--- config.mk ---
export PLATFORM = sky130hd
export DESIGN_NAME = pll_seq_ctrl
export DESIGN_NICKNAME = d
export VERILOG_FILES = /design/src/rtl/pll_seq_pkg.sv /design/src/rtl/pll_us_tick.sv /design/src/rtl/pll_mode_reg.sv /design/src/rtl/pll_seq_fsm.sv /design/src/rtl/pll_seq_ctrl.sv
export SDC_FILE = /design/constraint.sdc
export NUM_CORES = 1
export LEC_CHECK = 0
export BUFFER_PORTS_ARGS = -buffer_cell sky130_fd_sc_hd__buf_2
export CELL_PAD_IN_SITES_DETAIL_PLACEMENT = 0
export CELL_PAD_IN_SITES_GLOBAL_PLACEMENT = 1
export CORE_ASPECT_RATIO = 0.75
export CORE_UTILIZATION = 39
export DETAILED_ROUTE_END_ITERATION = 8
export PLACE_DENSITY = 0.88
export SYNTH_ARGS = -nofsm -noshare
export SYNTH_HDL_FRONTEND = slang
export SYNTH_SLANG_ARGS = --single-unit
--- constraint.sdc ---
create_clock -name clk -period 4 [get_ports clk]
set_input_delay 0.8 -clock clk [delete_from_list [all_inputs] [get_ports clk]]
set_output_delay 0.8 -clock clk [all_outputs]
set_load 0.1 [all_outputs]
--- src/rtl/pll_seq_pkg.sv ---
package pll_seq_pkg;

  typedef enum logic [2:0] {
    ST_IDLE   = 3'd0,
    ST_SETTLE = 3'd1,
    ST_LOCK   = 3'd2,
    ST_OFF    = 3'd3,
    ST_VWAIT  = 3'd4
  } seq_state_e;

  localparam int MW_GATE     = 0;
  localparam int MW_BYPASS   = 1;
  localparam int MW_RESETN   = 2;
  localparam int MW_LCNT_LSB = 8;
  localparam int MW_BCNT_LSB = 14;
  localparam int MW_CNT_W    = 6;
  localparam int MW_VOTE_EN  = 20;
  localparam int MW_VOTE_RST = 21;
  localparam int MW_ACTIVE   = 30;
  localparam int MW_LOCK     = 31;

endpackage

--- src/rtl/pll_us_tick.sv ---
module pll_us_tick #(
  parameter int TICKS_PER_US = 250
) (
  input  logic clk,
  input  logic rst,
  input  logic run,
  output logic tick
);
  localparam int CW = (TICKS_PER_US > 1) ? $clog2(TICKS_PER_US) : 1;
  localparam logic [CW-1:0] LAST = CW'(TICKS_PER_US - 1);

  logic [CW-1:0] cnt;

  assign tick = run && (cnt == LAST);

  always_ff @(posedge clk) begin
    if (rst || !run) begin
      cnt <= '0;
    end else if (cnt == LAST) begin
      cnt <= '0;
    end else begin
      cnt <= cnt + 1'b1;
    end
  end
endmodule

--- src/rtl/pll_mode_reg.sv ---
module pll_mode_reg
  import pll_seq_pkg::*;
(
  input  logic        clk,
  input  logic        rst,
  input  logic        we,
  input  logic [31:0] wdata,
  input  logic        gate,
  input  logic        bypass,
  input  logic        resetn,
  input  logic        lock_det,
  input  logic        active,
  output logic        vote_mode,
  output logic [31:0] rdata
);
  logic                vote_rst;
  logic [MW_CNT_W-1:0] lock_cnt;
  logic [MW_CNT_W-1:0] bias_cnt;

  always_ff @(posedge clk) begin
    if (rst) begin
      vote_mode <= 1'b0;
      vote_rst  <= 1'b0;
      lock_cnt  <= '0;
      bias_cnt  <= '0;
    end else if (we) begin
      vote_mode <= wdata[MW_VOTE_EN];
      vote_rst  <= wdata[MW_VOTE_RST];
      lock_cnt  <= wdata[MW_LCNT_LSB +: MW_CNT_W];
      bias_cnt  <= wdata[MW_BCNT_LSB +: MW_CNT_W];
    end
  end

  always_comb begin
    rdata                           = '0;
    rdata[MW_GATE]                  = gate;
    rdata[MW_BYPASS]                = bypass;
    rdata[MW_RESETN]                = resetn;
    rdata[MW_LCNT_LSB +: MW_CNT_W]  = lock_cnt;
    rdata[MW_BCNT_LSB +: MW_CNT_W]  = bias_cnt;
    rdata[MW_VOTE_EN]               = vote_mode;
    rdata[MW_VOTE_RST]              = vote_rst;
    rdata[MW_ACTIVE]                = active;
    rdata[MW_LOCK]                  = lock_det;
  end
endmodule

--- src/rtl/pll_seq_fsm.sv ---
module pll_seq_fsm
  import pll_seq_pkg::*;
#(
  parameter int SETTLE_US = 5,
  parameter int OFF_US    = 1,
  parameter int MAX_POLLS = 100
) (
  input  logic clk,
  input  logic rst,
  input  logic en_req,
  input  logic dis_req,
  input  logic vote_mode,
  input  logic lock_det,
  input  logic active,
  input  logic tick,
  output logic run,
  output logic bypass,
  output logic resetn,
  output logic gate,
  output logic vote,
  output logic busy,
  output logic done,
  output logic err
);
  localparam int MAXV = (SETTLE_US > OFF_US) ?
                        ((SETTLE_US > MAX_POLLS) ? SETTLE_US : MAX_POLLS) :
                        ((OFF_US > MAX_POLLS) ? OFF_US : MAX_POLLS);
  localparam int UW = (MAXV > 1) ? $clog2(MAXV) : 1;
  localparam logic [UW-1:0] SETTLE_LAST = UW'(SETTLE_US - 1);
  localparam logic [UW-1:0] OFF_LAST    = UW'(OFF_US - 1);
  localparam logic [UW-1:0] POLL_LAST   = UW'(MAX_POLLS - 1);

  seq_state_e    state;
  logic [UW-1:0] us_cnt;
  logic          status;

  assign run    = (state != ST_IDLE);
  assign status = (state == ST_LOCK) ? lock_det : active;

  always_ff @(posedge clk) begin
    if (rst) begin
      state  <= ST_IDLE;
      us_cnt <= '0;
      bypass <= 1'b0;
      resetn <= 1'b0;
      gate   <= 1'b0;
      vote   <= 1'b0;
      busy   <= 1'b0;
      done   <= 1'b0;
      err    <= 1'b0;
    end else begin
      done <= 1'b0;
      unique case (state)
        ST_IDLE: begin
          us_cnt <= '0;
          if (en_req) begin
            err <= 1'b0;
            if (vote_mode) begin
              vote  <= 1'b1;
              busy  <= 1'b1;
              state <= ST_VWAIT;
            end else if (gate && resetn && bypass) begin
              done <= 1'b1;
            end else begin
              bypass <= 1'b1;
              busy   <= 1'b1;
              state  <= ST_SETTLE;
            end
          end else if (dis_req) begin
            err <= 1'b0;
            if (vote_mode) begin
              vote <= 1'b0;
              done <= 1'b1;
            end else if (!gate && !resetn && !bypass) begin
              done <= 1'b1;
            end else begin
              gate  <= 1'b0;
              busy  <= 1'b1;
              state <= ST_OFF;
            end
          end
        end
        ST_SETTLE: begin
          if (tick) begin
            if (us_cnt == SETTLE_LAST) begin
              resetn <= 1'b1;
              us_cnt <= '0;
              state  <= ST_LOCK;
            end else begin
              us_cnt <= us_cnt + 1'b1;
            end
          end
        end
        ST_LOCK, ST_VWAIT: begin
          if (tick) begin
            if (status) begin
              if (state == ST_LOCK) gate <= 1'b1;
              done  <= 1'b1;
              busy  <= 1'b0;
              state <= ST_IDLE;
            end else if (us_cnt == POLL_LAST) begin
              err   <= 1'b1;
              done  <= 1'b1;
              busy  <= 1'b0;
              state <= ST_IDLE;
            end else begin
              us_cnt <= us_cnt + 1'b1;
            end
          end
        end
        ST_OFF: begin
          if (tick) begin
            if (us_cnt == OFF_LAST) begin
              resetn <= 1'b0;
              bypass <= 1'b0;
              done   <= 1'b1;
              busy   <= 1'b0;
              state  <= ST_IDLE;
            end else begin
              us_cnt <= us_cnt + 1'b1;
            end
          end
        end
        default: state <= ST_IDLE;
      endcase
    end
  end
endmodule

--- src/rtl/pll_seq_ctrl.sv ---
module pll_seq_ctrl #(
  parameter int TICKS_PER_US = 250,
  parameter int SETTLE_US    = 5,
  parameter int OFF_US       = 1,
  parameter int MAX_POLLS    = 100
) (
  input  logic        clk,
  input  logic        rst,
  input  logic        en_req_i,
  input  logic        dis_req_i,
  input  logic        lock_det_i,
  input  logic        active_i,
  input  logic        reg_we_i,
  input  logic [31:0] reg_wdata_i,
  output logic [31:0] reg_rdata_o,
  output logic        bypass_rel_o,
  output logic        reset_n_o,
  output logic        out_en_o,
  output logic        vote_o,
  output logic        busy_o,
  output logic        done_o,
  output logic        timeout_o
);
  logic run;
  logic tick;
  logic vote_mode;

  pll_us_tick #(.TICKS_PER_US(TICKS_PER_US)) i_tick (
    .clk (clk),
    .rst (rst),
    .run (run),
    .tick(tick)
  );

  pll_seq_fsm #(
    .SETTLE_US(SETTLE_US),
    .OFF_US   (OFF_US),
    .MAX_POLLS(MAX_POLLS)
  ) i_fsm (
    .clk      (clk),
    .rst      (rst),
    .en_req   (en_req_i),
    .dis_req  (dis_req_i),
    .vote_mode(vote_mode),
    .lock_det (lock_det_i),
    .active   (active_i),
    .tick     (tick),
    .run      (run),
    .bypass   (bypass_rel_o),
    .resetn   (reset_n_o),
    .gate     (out_en_o),
    .vote     (vote_o),
    .busy     (busy_o),
    .done     (done_o),
    .err      (timeout_o)
  );

  pll_mode_reg i_mode (
    .clk      (clk),
    .rst      (rst),
    .we       (reg_we_i),
    .wdata    (reg_wdata_i),
    .gate     (out_en_o),
    .bypass   (bypass_rel_o),
    .resetn   (reset_n_o),
    .lock_det (lock_det_i),
    .active   (active_i),
    .vote_mode(vote_mode),
    .rdata    (reg_rdata_o)
  );
endmodule

Word level (Yosys, flattened, before mapping)
Cells that the tools add are included.

operators by class
  reduce and logical (&&, ||, !) cells = 29
  $add $sub $neg = 2
  mux-type cells = 71
  eq/ne operators = 29

operators by type and width
  operator                                               count
  2-to-1 mux 7 bit                                       7
  2-to-1 mux 1 bit                                       43
  2-to-1 mux 3 bit                                       13
  one-hot mux 7 bit (4 select lines)                     1
  inequality test 2 bit, second input constant           9
  inequality test 2 x 1 -> 1 bit, second input constant  8
  one-hot mux 3 bit (4 select lines)                     1
  AND reduction 10 bit                                   1
  AND reduction 5 bit                                    2
  inequality test 3 bit, second input constant           3
  AND reduction 9 bit                                    1
  adder 8 x 1 -> 8 bit, second input constant            1
  == test 8 bit, second input constant                   1
  one-hot mux 1 bit (2 select lines)                     4
  AND reduction 8 bit                                    1
  nonzero test 2 bit                                     4
  adder 7 x 1 -> 7 bit, second input constant            1
  == test 7 x 3 -> 1 bit, second input constant          1
  == test 7 bit, second input constant                   1
  zero test 7 bit                                        1
  AND reduction 7 bit                                    1
  == test 3 x 2 -> 1 bit, second input constant          2
  one-hot mux 1 bit (3 select lines)                     2
  AND reduction 6 bit                                    1
  other kinds (12)                                       21

storage, ports and cells
  bits of input ports = 39
  register bits = 39
  output and inout bits = 39
  logic and storage cells = 145

Logic depth before layout (Yosys ltp)
  depth after elaboration = 8
  gate-level depth with buffers = 7
  depth with buffers taken out = 7

Cells and area by module
Synthesis repeated with hierarchy kept, for this count alone.

second synthesis, totals
  cells, all modules = 261
  area total of the unflattened synthesis = 2243.4 um^2

modules (own cells, without submodules)
  module        cells an instance  area each (um^2)  times used  sequential area each (um^2)
  pll_seq_fsm   148                1171.1            1           340.3
  pll_mode_reg  66                 661.9             1           280.3
  pll_us_tick   47                 410.4             1           160.2

Worst setup path before layout
OpenSTA, ideal clock, no wires.

  path kind = register -> register
  from = register i_fsm.bypass
  to = register i_fsm.state[2]
  arrival time = 2.104 ns
  setup slack = 1.780 ns
  clock period less this slack = 2.220 ns
  data required time = 3.884 ns
  setup time = 0.116 ns
  path buffers = 0
  stages on the path, launching flop included = 6
  path through = dfxtp_1 nor3_1 o31a_2 a32oi_2 nand3_1 a31o_2

between the ends
  word-level cells in the longest chain between the ends = 4
  elaborated cells on any way between the ends = 6
  classes of those cells = eq/ne (2); reduce/logical (4)

ends and longest elaborated chain
  element                             RTL line            text
  start, declared                     pll_seq_fsm.sv:17   output logic bypass,
  start signal, assigned              pll_seq_fsm.sv:44   bypass <= 1'b0;
  start signal, assigned              pll_seq_fsm.sv:65   bypass <= 1'b1;
  start signal, assigned              pll_seq_fsm.sv:115  bypass <= 1'b0;
  zero test 1 bit                     pll_seq_fsm.sv:74   end else if (!gate && !resetn && !bypass) begin
  logical AND 1 bit                   pll_seq_fsm.sv:74
  inequality test 3 bit (no line)     --
  AND reduction 10 bit (no line) (*)  --
  end signal, assigned                pll_seq_fsm.sv:67   state <= ST_SETTLE;
  end signal, assigned                pll_seq_fsm.sv:79   state <= ST_OFF;
  end signal, assigned                pll_seq_fsm.sv:88   state <= ST_LOCK;
  end, declared                       pll_seq_fsm.sv:33   seq_state_e state;

Every way passes the cells marked *; elsewhere a longest branch is shown, timed or not.
A chain may end at the register's enable or synchronous reset.

Final worst setup path
  from = register i_fsm.state[2]
  to = register i_fsm.us_cnt[4]

between the ends
  word-level cells in the longest chain between the ends = 4
  elaborated cells on any way between the ends = 18
  classes of those cells = eq/ne (10); mux (2); reduce/logical (6)

ends and longest elaborated chain
  element                                                        RTL line            text
  start signal, assigned                                         pll_seq_fsm.sv:42   state <= ST_IDLE;
  start signal, assigned                                         pll_seq_fsm.sv:61   state <= ST_VWAIT;
  start signal, assigned                                         pll_seq_fsm.sv:67
  == test 3 bit, or another cell as far along                    pll_seq_fsm.sv:53   unique case (state)
  OR reduction 2 bit, or another cell as far along               pll_seq_fsm.sv:53
  inequality test 2 bit (no line), or another cell as far along  --
  AND reduction 7 bit (no line)                                  --
  end signal, assigned                                           pll_seq_fsm.sv:90   us_cnt <= us_cnt + 1'b1;
  end signal, assigned                                           pll_seq_fsm.sv:107  us_cnt <= us_cnt + 1'b1;
  end signal, assigned                                           pll_seq_fsm.sv:120  us_cnt <= us_cnt + 1'b1;
  end, declared                                                  pll_seq_fsm.sv:34   logic [UW-1:0] us_cnt;

Several ways; a longest one is shown, not always the timed one.

==> results.py <==
metrics = {
    "flow_run": {
        "cap_violations": 0,
    },
    "min_path": {
        "hp-class": "register to register",
    },
    "detailed_routing": {
        "drt_wl_total_microns": 4420,
        "remaining_drc_errors": 0,
        "via_count": 1813,
        "wire_per_inst_microns": 12.3,
        "drt_iter0_drc": 87,
        "dr.pass1.iters": 4,
        "final_antenna_net_count": 0,
        "drt-vias-per-instance": 5.04,
    },
    "critical_path": {
        "criticalPathCategory": "register to register",
        "worst_setup_path_start_kind": "register",
        "crit_path_end_kind": "register",
        "required_ns": 4.19,
        "path_max_fanout": 18,
        "arrival_ns": 2.43,
    },
    "floorplan": {
        "std_cell_rows": 23,
        "die_h_microns": 67.0,
        "die_area_sq_um": 5950,
        "start_util_pct": 40.9,
        "io_pins": 78,
        "core_sq_um": 5380,
        "die_x_microns": 88.7,
    },
    "sta": {
        "final.setup.worst_slack_ns": 1.76,
        "slew_headroom_pct": 57.7,
        "drv_slew": 0,
        "setup_viol": 0,
        "period_needed_ns": 2.24,
        "finalSetupTns_ns": 0,
        "rsz0062_at_grt": "false",
        "worstMarginPinSlew_ns": 0.634,
        "finalHoldViolCount": 0,
        "fin_skew_ns": 0.00787,
        "fmax_mhz": 447,
        "min_period_over_period_pct": 56.0,
    },
    "final_layout": {
        "nets": 327,
        "area_growth_pct": 13.1,
        "num_antenna_cells": 0,
        "drive_gt1_share_pct": 26.0,
    },
    "clock_tree": {
        "htree_levels": 2,
        "clk_latency_ns": 0.30,
        "clock_path_buffers": 2,
        "path_clk_slew_ns": 0.08,
        "cts_buffers": 5,
        "hold_buffers": 0,
        "clock-sinks": 39,
        "clockRootBuffer": "clkbuf_8",
        "cts_resized": 0,
        "post_cts_buffers": 0,
        "tritoncts": "done",
    },
    "placement": {
        "dp_hpwl_microns": 3180,
        "portBuffers": 46,
        "preCtsSetupSlack_ns": 1.55,
        "routabilityCongestion": 0.778,
    },
    "yosys": {
        "synth_top_area_share_pct": 35.5,
        "synthCells": 248,
        "synth_area_sq_um": 2200,
        "synth-seq-area-share_pct": 35.5,
        "ys.flop_type": "dfxtp_1",
        "synthTopCellsByCount": "dfxtp_1 (39), nor2_1 (31), buf_4 (20), mux2i_1 (15), nand2_1 (14)",
        "synthArstFlopShare_pct": 0,
        "synth.largest_area_cell": "dfxtp_1",
        "synth_cell_types": 59,
        "synth_most_common_cell": "dfxtp_1",
        "synth-warning-count": 0,
        "synth-edff-count": 0,
        "synth_area_leaders": "dfxtp_1 (35%), buf_4 (6.8%), mux2i_1 (6.8%), nor2_1 (5.3%), a32o_2 (2.6%)",
        "synth.avg_cell_area_sq_um": 8.87,
        "ys_seq_elements": 39,
    },
    "global_routing": {
        "first_global_vias": 1505,
        "met3_usage_pct": 4.09,
        "grt_busiest_layer": "met1",
        "grtUsageMet1_pct": 24.2,
        "grt_max_degree": 33,
        "antenna_found_initial": 0,
        "overflow": 0,
        "use_met2_pct": 21.1,
        "grt_pass1_wl_microns": 7130,
        "grtUsageTotal_pct": 15.8,
    },
    "power": {
        "leakagePower_nw": 1.13,
        "vdd_drop_max_uv": 272,
        "p_per_area_nw_per_um2": 682,
    },
    "run_status": {
        "outcome": "finished clean",
    },
}
==> flip-flops by register name, indices dropped and copies added (netlist names) <==
name              cells
i_tick.cnt            8
i_fsm.us_cnt          7
i_mode.bias_cnt       6
i_mode.lock_cnt       6
i_fsm.state           3
i_fsm.busy            1
i_fsm.bypass          1
i_fsm.done            1
i_fsm.err             1
i_fsm.gate            1
i_fsm.resetn          1
i_fsm.vote            1
i_mode.vote_mode      1
i_mode.vote_rst       1
==> layout make-up <==
type,count,area (sq um)
flip-flops and latches,39,781
fillers,546,2890
clock inverters,3,47.5
repair buffers,47,238
inverters,6,22.5
clock buffers,5,68.8
well taps,75,93.8
multi-input cells,185,1240
==> power breakdown <==
group / total [mW] / switching (mW) / internal [mW]
logic: 0.843 / 0.609 / 0.234
registers: 0.513 / 0.0749 / 0.439
clock network: 0.340 / 0.151 / 0.189
total: 1.70 / 0.835 / 0.862
==> metal layers <==
metal  vias to the layer above  share of wire (%)  routed length, microns
met2                        49                 44                    1930
met1                       836                 51                    2270
li1                        925                  -                       -
met3                         3                4.6                     205
met5                         -                  0                       0
met4                         0               0.32                      14
==> path summary, 6_finish.rpt <==
path	startpoint	to	slack [ns]	depth (start not counted)
setup / recovery	i_fsm.state[2]	i_fsm.us_cnt[4]	1.76	5
setup reg to reg	i_fsm.state[2]	i_fsm.us_cnt[4]	1.76	5
hold reg to reg	i_fsm.vote	i_fsm.vote	0.45	2
hold / removal	i_fsm.vote	i_fsm.vote	0.45	2
==> cell families after synthesis <==
family / synth area share [%]
simple gates: 23.8
compound gates: 17.4
flops: 35.5
buf+inv: 10.3
mux: 7.85
xor+xnor: 2.79
fa+ha+maj: 2.28
other cells: 0.170
==> per-stage QoR <==
stage	hold slack (ns)	area, sq um	instances	utilization, %	total power, mW
3_5_place_dp	0.446	2370	352	44.1	1.36
2_1_floorplan	0.433	2240	260	-	1.27
5_1_grt	0.483	2490	360	46.2	1.80
6_report	0.452	2490	360	46.2	1.70
3_3_place_gp	0.441	2370	352	44.1	1.36
4_1_cts	0.458	2490	360	46.2	1.70
==> worst max-delay path: stages (launching register included) <==
cell and delay, ns:
dfxtp_1 0.51, nor3_4 0.44, o21ba_4 0.22, nor4_4 0.53
o21ai_1 0.14, a32o_2 0.28
==> cells in the final DEF, fill, tap and decap left out, types with 2 or more instances in the layout <==
master,count
a211oi_1,3
a21oi_1,6
a31o_2,2
a32o_2,5
and3_1,6
buf_2,46
clkbuf_8,5
conb_1,13
dfxtp_1,39
ha_1,4
inv_1,5
mux2i_1,15
nand2_1,14
nand2b_1,6
nand3_1,10
nand3b_1,2
nor2_1,31
nor2b_1,4
nor3_1,4
nor3b_1,5
nor4b_1,2
o211a_1,3
o211ai_1,2
o21ai_0,6
o21ai_1,5
o22ai_1,2
o41ai_1,2
xnor2_1,5
xor2_1,2
No activity file was read; power rests on OpenSTA's default activity.
